`src/rtl/rseq_pkg.sv`:
```
package rseq_pkg;

  typedef enum logic [1:0] {
    MODE_OFF  = 2'd0,
    MODE_SHDN = 2'd1,
    MODE_STBY = 2'd2,
    MODE_NORM = 2'd3
  } rail_mode_e;

  typedef struct packed {
    logic main_en;
    logic term_en;
    logic ref_en;
    logic term_hiz;
    logic dis_main;
    logic dis_term;
    logic dis_ref;
  } rail_ctl_t;

  localparam int NCH          = 2;
  localparam int CH_MAIN      = 0;
  localparam int CH_TERM      = 1;
  localparam int SS_CODE_W    = 2;
  localparam int SS_SHIFT_MAX = 3;
  localparam int TERM_SHIFT   = 2;

  // Shutdown wins over standby; an invalid supply wins over both.
  function automatic rail_mode_e decode_mode(input logic vin_good,
                                             input logic sd_n_s,
                                             input logic stby_n_s);
    rail_mode_e m;
    if (!vin_good)      m = MODE_OFF;
    else if (!sd_n_s)   m = MODE_SHDN;
    else if (!stby_n_s) m = MODE_STBY;
    else                m = MODE_NORM;
    return m;
  endfunction

  function automatic rail_ctl_t ctl_for_mode(input rail_mode_e m);
    rail_ctl_t c;
    c = '0;
    case (m)
      MODE_SHDN: begin
        c.dis_main = 1'b1;
        c.dis_term = 1'b1;
        c.dis_ref  = 1'b1;
      end
      MODE_STBY: begin
        c.main_en  = 1'b1;
        c.ref_en   = 1'b1;
        c.term_hiz = 1'b1;
      end
      MODE_NORM: begin
        c.main_en = 1'b1;
        c.term_en = 1'b1;
        c.ref_en  = 1'b1;
      end
      default: c = '0;
    endcase
    return c;
  endfunction

  function automatic logic main_live(input rail_mode_e m);
    return (m == MODE_STBY) || (m == MODE_NORM);
  endfunction

endpackage

```
`src/rtl/rseq_sync.sv`:
```
module rseq_sync #(
  parameter int WIDTH = 2,
  parameter int STAGES = 2,
  parameter logic [WIDTH-1:0] RESET_VAL = '0
) (
  input  logic             clk,
  input  logic             rst,
  input  logic [WIDTH-1:0] d,
  output logic [WIDTH-1:0] q
);

  logic [WIDTH-1:0] stage [STAGES];

  for (genvar g = 0; g < STAGES; g++) begin : g_stage
    if (g == 0) begin : g_first
      always_ff @(posedge clk) begin
        if (rst) stage[g] <= RESET_VAL;
        else     stage[g] <= d;
      end
    end else begin : g_next
      always_ff @(posedge clk) begin
        if (rst) stage[g] <= RESET_VAL;
        else     stage[g] <= stage[g-1];
      end
    end
  end

  assign q = stage[STAGES-1];

endmodule

```
`src/rtl/rseq_ss_timer.sv`:
```
module rseq_ss_timer #(
  parameter int BASE_CYC = 40000,
  parameter int MAX_SHIFT = 3,
  localparam int SW = (MAX_SHIFT < 1) ? 1 : $clog2(MAX_SHIFT + 1),
  localparam int CW = $clog2((BASE_CYC << MAX_SHIFT) + 1)
) (
  input  logic          clk,
  input  logic          rst,
  input  logic          start,
  input  logic [SW-1:0] shift,
  output logic          busy
);

  localparam logic [CW-1:0] BASE_W = CW'(BASE_CYC);

  logic [CW-1:0] remain;

  always_ff @(posedge clk) begin
    if (rst) begin
      remain <= '0;
    end else if (start) begin
      remain <= BASE_W << shift;
    end else if (remain != '0) begin
      remain <= remain - 1'b1;
    end
  end

  assign busy = (remain != '0);

endmodule

```
`src/rtl/rseq_pg_delay.sv`:
```
module rseq_pg_delay #(
  parameter int DELAY_CYC = 1000000,
  localparam int CW = $clog2(DELAY_CYC + 1)
) (
  input  logic clk,
  input  logic rst,
  input  logic qualify,
  output logic pg_n
);

  localparam logic [CW-1:0] LIMIT = CW'(DELAY_CYC);

  logic [CW-1:0] elapsed;

  always_ff @(posedge clk) begin
    if (rst) begin
      elapsed <= '0;
      pg_n    <= 1'b1;
    end else if (!qualify) begin
      elapsed <= '0;
      pg_n    <= 1'b1;
    end else if (elapsed == LIMIT) begin
      pg_n <= 1'b0;
    end else begin
      elapsed <= elapsed + 1'b1;
    end
  end

endmodule

```
`src/rtl/ddr_rail_sequencer.sv`:
```
module ddr_rail_sequencer
  import rseq_pkg::*;
#(
  parameter int SS_BASE_CYC  = 40000,
  parameter int PG_DELAY_CYC = 1000000,
  parameter int SYNC_STAGES  = 2
) (
  input  logic                 clk,
  input  logic                 rst,
  input  logic                 shutdown_n,
  input  logic                 standby_n,
  input  logic                 supply_ok,
  input  logic                 fault_main,
  input  logic                 fault_term,
  input  logic                 inreg_main,
  input  logic                 inreg_term,
  input  logic [SS_CODE_W-1:0] ss_code,
  output logic                 main_en,
  output logic                 term_en,
  output logic                 ref_en,
  output logic                 term_hiz,
  output logic                 dis_main,
  output logic                 dis_term,
  output logic                 dis_ref,
  output logic                 ss_go_main,
  output logic                 ss_go_term,
  output logic                 pwr_good_n
);

  localparam int SHW = $clog2(SS_SHIFT_MAX + 1);

  // Pin synchronizer: resets to "shutdown" so nothing drives before the pins settle.
  logic [1:0] pins_s;

  rseq_sync #(
    .WIDTH    (2),
    .STAGES   (SYNC_STAGES),
    .RESET_VAL(2'b00)
  ) u_sync (
    .clk(clk),
    .rst(rst),
    .d  ({shutdown_n, standby_n}),
    .q  (pins_s)
  );

  rail_mode_e mode_q, mode_next;
  rail_ctl_t  ctl_q;
  logic [NCH-1:0] fault_vec, fault_q;
  logic [NCH-1:0] live_next, retry_c, start_c, busy;
  logic [NCH-1:0] go_q;
  logic [SS_CODE_W-1:0] code_q, code_eff;
  logic [SHW-1:0] shift_c [NCH];
  logic enter_norm, wake_main, latch_code, qualify;

  assign mode_next = decode_mode(supply_ok, pins_s[1], pins_s[0]);
  assign fault_vec = {fault_term, fault_main};

  assign live_next[CH_MAIN] = main_live(mode_next);
  assign live_next[CH_TERM] = (mode_next == MODE_NORM);

  assign enter_norm = (mode_next == MODE_NORM) && (mode_q != MODE_NORM);
  assign wake_main  = main_live(mode_next) && !main_live(mode_q);

  // Fault retry: the channel's fault flag falls while the mode is unchanged.
  for (genvar ch = 0; ch < NCH; ch++) begin : g_retry
    assign retry_c[ch] = (mode_next == mode_q) && live_next[ch] &&
                         fault_q[ch] && !fault_vec[ch];
  end

  assign start_c[CH_MAIN] = enter_norm || wake_main || retry_c[CH_MAIN];
  assign start_c[CH_TERM] = enter_norm || retry_c[CH_TERM];

  // Code is captured on a mode exit only; retries reuse the held value.
  assign latch_code = (mode_next != mode_q) && start_c[CH_MAIN];
  assign code_eff   = latch_code ? ss_code : code_q;

  assign shift_c[CH_MAIN] = SHW'(SS_SHIFT_MAX) - SHW'(code_eff);
  assign shift_c[CH_TERM] = SHW'(TERM_SHIFT);

  for (genvar ch = 0; ch < NCH; ch++) begin : g_ss
    rseq_ss_timer #(
      .BASE_CYC (SS_BASE_CYC),
      .MAX_SHIFT(SS_SHIFT_MAX)
    ) u_timer (
      .clk  (clk),
      .rst  (rst),
      .start(start_c[ch]),
      .shift(shift_c[ch]),
      .busy (busy[ch])
    );
  end

  assign qualify = (mode_next == MODE_NORM) && (start_c == '0) &&
                   (busy == '0) && (fault_vec == '0) &&
                   inreg_main && inreg_term;

  rseq_pg_delay #(
    .DELAY_CYC(PG_DELAY_CYC)
  ) u_pg (
    .clk    (clk),
    .rst    (rst),
    .qualify(qualify),
    .pg_n   (pwr_good_n)
  );

  always_ff @(posedge clk) begin
    if (rst) begin
      mode_q  <= MODE_OFF;
      ctl_q   <= '0;
      go_q    <= '0;
      fault_q <= '0;
      code_q  <= '0;
    end else begin
      mode_q  <= mode_next;
      ctl_q   <= ctl_for_mode(mode_next);
      go_q    <= start_c;
      fault_q <= fault_vec;
      if (latch_code) code_q <= ss_code;
    end
  end

  assign main_en    = ctl_q.main_en;
  assign term_en    = ctl_q.term_en;
  assign ref_en     = ctl_q.ref_en;
  assign term_hiz   = ctl_q.term_hiz;
  assign dis_main   = ctl_q.dis_main;
  assign dis_term   = ctl_q.dis_term;
  assign dis_ref    = ctl_q.dis_ref;
  assign ss_go_main = go_q[CH_MAIN];
  assign ss_go_term = go_q[CH_TERM];

endmodule

```
`config.mk`:
```
export PLATFORM = sky130hd
export DESIGN_NAME = ddr_rail_sequencer
export DESIGN_NICKNAME = d
export VERILOG_FILES = /design/src/rtl/rseq_pkg.sv /design/src/rtl/rseq_sync.sv /design/src/rtl/rseq_ss_timer.sv /design/src/rtl/rseq_pg_delay.sv /design/src/rtl/ddr_rail_sequencer.sv
export SDC_FILE = /design/constraint.sdc
export NUM_CORES = 1
export LEC_CHECK = 0
export CAP_MARGIN = 10
export CORE_MARGIN = 2
export CORE_UTILIZATION = 49
export CTS_CLUSTER_DIAMETER = 150
export DETAILED_ROUTE_END_ITERATION = 10
export PLACE_DENSITY = 0.76
export SLEW_MARGIN = 20
export SYNTH_ARGS = -nofsm -noshare
export SYNTH_HDL_FRONTEND = slang
export SYNTH_SLANG_ARGS = --single-unit
export TNS_END_PERCENT = 30
```
`constraint.sdc`:
```
create_clock -name clk -period 2.7 [get_ports clk]
set_input_delay 0.54 -clock clk [delete_from_list [all_inputs] [get_ports clk]]
set_output_delay 0.54 -clock clk [all_outputs]
set_load 0.01 [all_outputs]
```
==> out/results.env <==
SYN-INSTANCE-COUNT=387
N_FILL_CELL=573
PIN_COUNT_OF_THE_BIGGEST_NET_ENTERING_GLOBAL_ROUTING=34
RUN_STATUS='finished clean'
SYNTH-COMPOUND-AREA-SHARE=0.0801
DRT_ITER0_DRC=122
SYNTH_SEQUENTIAL_AREA_RATIO=0.420
SYNTHSIMPLEGATEAREAFRAC=0.290
WORST_HOLD_PATH_TYPE='reg -> reg'
FINALSETUPTNS_PS=0
NUMCTSBUFFERS=9
CTS.REPAIR_TIMING.SETUP_BUFFER_COUNT=0
CTS_HOLD_BUF=0
NUMNETS_FINAL=438
TIMING.HOLD.WORST_PATH_DEPTH=1
CRITPATHMAXFANOUT=15
WORST_SETUP_PATH_END_KIND='flop'
YOSYS-TOP-CELLS-AREA='sky130_fd_sc_hd__dfxtp_1 42%, sky130_fd_sc_hd__xnor2_1 8.4%, sky130_fd_sc_hd__nor2_1 5.6%'
WORST_EP_ARRIVAL_TIME_PS=2830
NUM_ANTENNA_CELLS=0
DRT-VIAS-PER-INSTANCE=5.22
WORST-SLEW-PIN-TRANSITION_PS=602
SYNTH_AREA_LEADER_CELL='sky130_fd_sc_hd__dfxtp_1'
STARTING_DENSITY=0.514
FINALHOLDWORSTSLACK_PS=438
FINALMAXSLEWVIOLATIONS=0
ROUTED_WIRE_LENGTH_PER_INSTANCE_UM=12.8
SYNTH_TOP_AREA_FRAC=0.420
FINAL_CELL_COUNT_NO_FILL=516
FINAL_MIN_PERIOD_OVER_CLOCK_PERIOD=0.936
SYNTH_FP_NETS=410
COMBINED_FLIP_FLOP_AND_LATCH_CELL_AREA_UM2=1480
WORSTSKEWPAIRLATENCY_PS=360
GRT_OVERFLOW_TOTAL=0
INITIAL_ANTENNA_VIOLATION_COUNT=0
SYNTH_EDF_COUNT=0
CELLPOWERDENSITY_nW_PER_UM2=1010
CLOCK_TREE_FROM_TRITONCTS='done'
NUM_VIAS=2695
POST_CTS_RESIZE_COUNT=0
ROUTABILITYCONGESTION=0.762
VDD_DROP_MAX_V=0.000585
CRITICAL_PATH_SOURCE_TYPE='flop'
CP.REQUIRED_PS=3000
GLOBAL_ROUTE_WIRE_LENGTH_BEFORE_REPAIR_MM=11.7
VIA_COUNT_OF_THE_FIRST_GLOBAL_ROUTING_PASS=2620
TIMING.CLOCK.SKEW_PS=10.7
MOSTFREQUENTLAYOUTCELLS='74 x sky130_fd_sc_hd__dfxtp_1, 53 x sky130_fd_sc_hd__nor2_1, 34 x sky130_fd_sc_hd__xnor2_1'
YS_WARN_COUNT=0
MAX_FREQ_GHz=0.395
DRC=0
DRT_PASS1_ITERATIONS=4
DIE_AREA_UM2=7900
CTS.SINKS=74
WORST-R2R-CELL-COUNT=6
POST_ROUTE_CELLS_DRIVE_ABOVE_1_SHARE=0.107
AREA_DELTA_SYNTH_FINAL_PCT=14.9
PORTBUFFERS=20
LAYOUT_COMMONEST_CELL='sky130_fd_sc_hd__dfxtp_1'
SETUP_VIOL=0
CLOCK_TREE.HTREE_LEVEL_COUNT=3
TIMING.MAX_SLEW.REL_SLACK=0.599
IOS=21
DP.CELLS=500
FINAL_PERIOD_MINUS_WORST_SETUP_SLACK_PS=2530
DOMINANTREGCELLSYNTH='sky130_fd_sc_hd__dfxtp_1'
POST_SYNTH.CELL_AREA_AVG_UM2=9.12
FP.COREAREA_UM2=6870
FLOORPLAN.DIE.WIDTH_UM=88.9
ANT_NETS=0
LEAKAGE_nW=1.45
CTS.PATH.MAX_BUFFERS=2
YOSYS.CELL_TYPES.COUNT=54
TRACK_USAGE=0.192
DIE_H_UM=88.9
ROUTED_WL_MM=6.60
DRV_CAP=0
YS_ASYNC_SR_FRACTION=0
SYNTH_MUX_AREA_FRAC=0.00851
SHARE_OF_SYNTHESIZED_CELL_AREA_IN_FULL_ADDER_HALF_ADDER_AND_MAJORITY_CELLS=0.0425
POST_SYNTH_INSTANCE_AREA_UM2=3530
STD_CELL_ROWS=30
TIMING.FINAL.HOLD_VIOLATIONS=0
SYNTH-XOR-AREA-SHARE=0.124
GRT_SETUP_UNREPAIRED='false'
CLKSLEWWORSTSETUPHOLDPATHS_PS=80
CTS_ROOT_BUF='sky130_fd_sc_hd__clkbuf_8'
HPWL_MM=4.71
SYNTH_TOP_FAMILY_BY_AREA='simple AND/OR/NAND/NOR gates'
MULTI_INPUT_AREA_UM2=1920
CRITPATHKIND='reg -> reg'
SYNTH_SEQ_CELLS=74
==> routing by layer <==
layer,wire [µm],GRT usage,vias to the layer above
met5,0,0,-
met4,61,0.0523,0
met3,281,0.0653,5
met2,3060,0.305,49
met1,3190,0.249,1250
li1,-,-,1391
==> worst paths after layout <==
path	from	end	slack [ps]
hold / removal	u_sync.stage[0][0]	u_sync.stage[1][0]	440
hold reg to reg	u_sync.stage[0][0]	u_sync.stage[1][0]	440
setup / recovery	g_ss[0].u_timer.remain[11]	u_pg.elapsed[7]	170
setup reg to reg	g_ss[0].u_timer.remain[11]	u_pg.elapsed[7]	170
==> state kept, by name (all words and copies together), names as in the netlist <==
name	cells
u_sync.stage	4
term_en	1
u_pg.pg_n	1
fault_q	2
go_q	2
dis_main	1
g_ss.u_timer.remain	38
mode_q	2
code_q	2
u_pg.elapsed	20
term_hiz	1
==> kinds of logic after synthesis <==
group / count (synthesis)
compound gates: 42
xor+xnor: 50
fa+ha+maj: 12
buf+inv: 24
flops: 74
mux: 3
simple gates: 182
==> worst max-delay path, cell delays in order (launching register included) <==
cell and delay [ps]:
sky130_fd_sc_hd__dfxtp_1 360, sky130_fd_sc_hd__or4_4 570, sky130_fd_sc_hd__or4_1 640, sky130_fd_sc_hd__nor2_8 240
sky130_fd_sc_hd__nand4_4 260, sky130_fd_sc_hd__buf_4 300, sky130_fd_sc_hd__nor2_2 110
==> per-stage QoR <==
step	util	total power, W	cell area [µm²]	setup WS [ps]
floorplan	-	0.00284	3530	644
global placement	0.559	0.00313	3840	152
detailed placement	0.559	0.00317	3840	69.7
CTS	0.590	0.00413	4060	172
global route	0.590	0.00443	4060	42.0
finish	0.590	0.00410	4060	171
==> final cells by class <==
cell class | count | area share
multi-input cells | 289 | 0.474
inverters | 12 | 0.0111
repair buffers | 29 | 0.0660
clock inverters | 6 | 0.0222
clock buffers | 10 | 0.0315
well taps | 96 | 0.0296
flip-flops and latches | 74 | 0.365
==> report_power, final <==
part,switching [W],internal [W]
Clock,0.000420,0.000524
Combinational,0.000878,0.000770
Sequential,0.000196,0.00131
==> synth_stat cells (all sizes together) (4+ instances only) <==
cell / count
dfxtp: 74
nor2: 64
xnor2: 34
nand2: 22
xor2: 16
a21oi: 13
nor3: 13
ha: 12
inv: 12
nor2b: 12
nor4: 12
nand2b: 9
nand3: 9
buf: 8
nand4: 8
o21ai: 8
nor4b: 5
o211ai: 5
or4: 5
and4: 4
clkbuf: 4
o32ai: 4
Note: power is estimated with default switching activity, not from simulation.
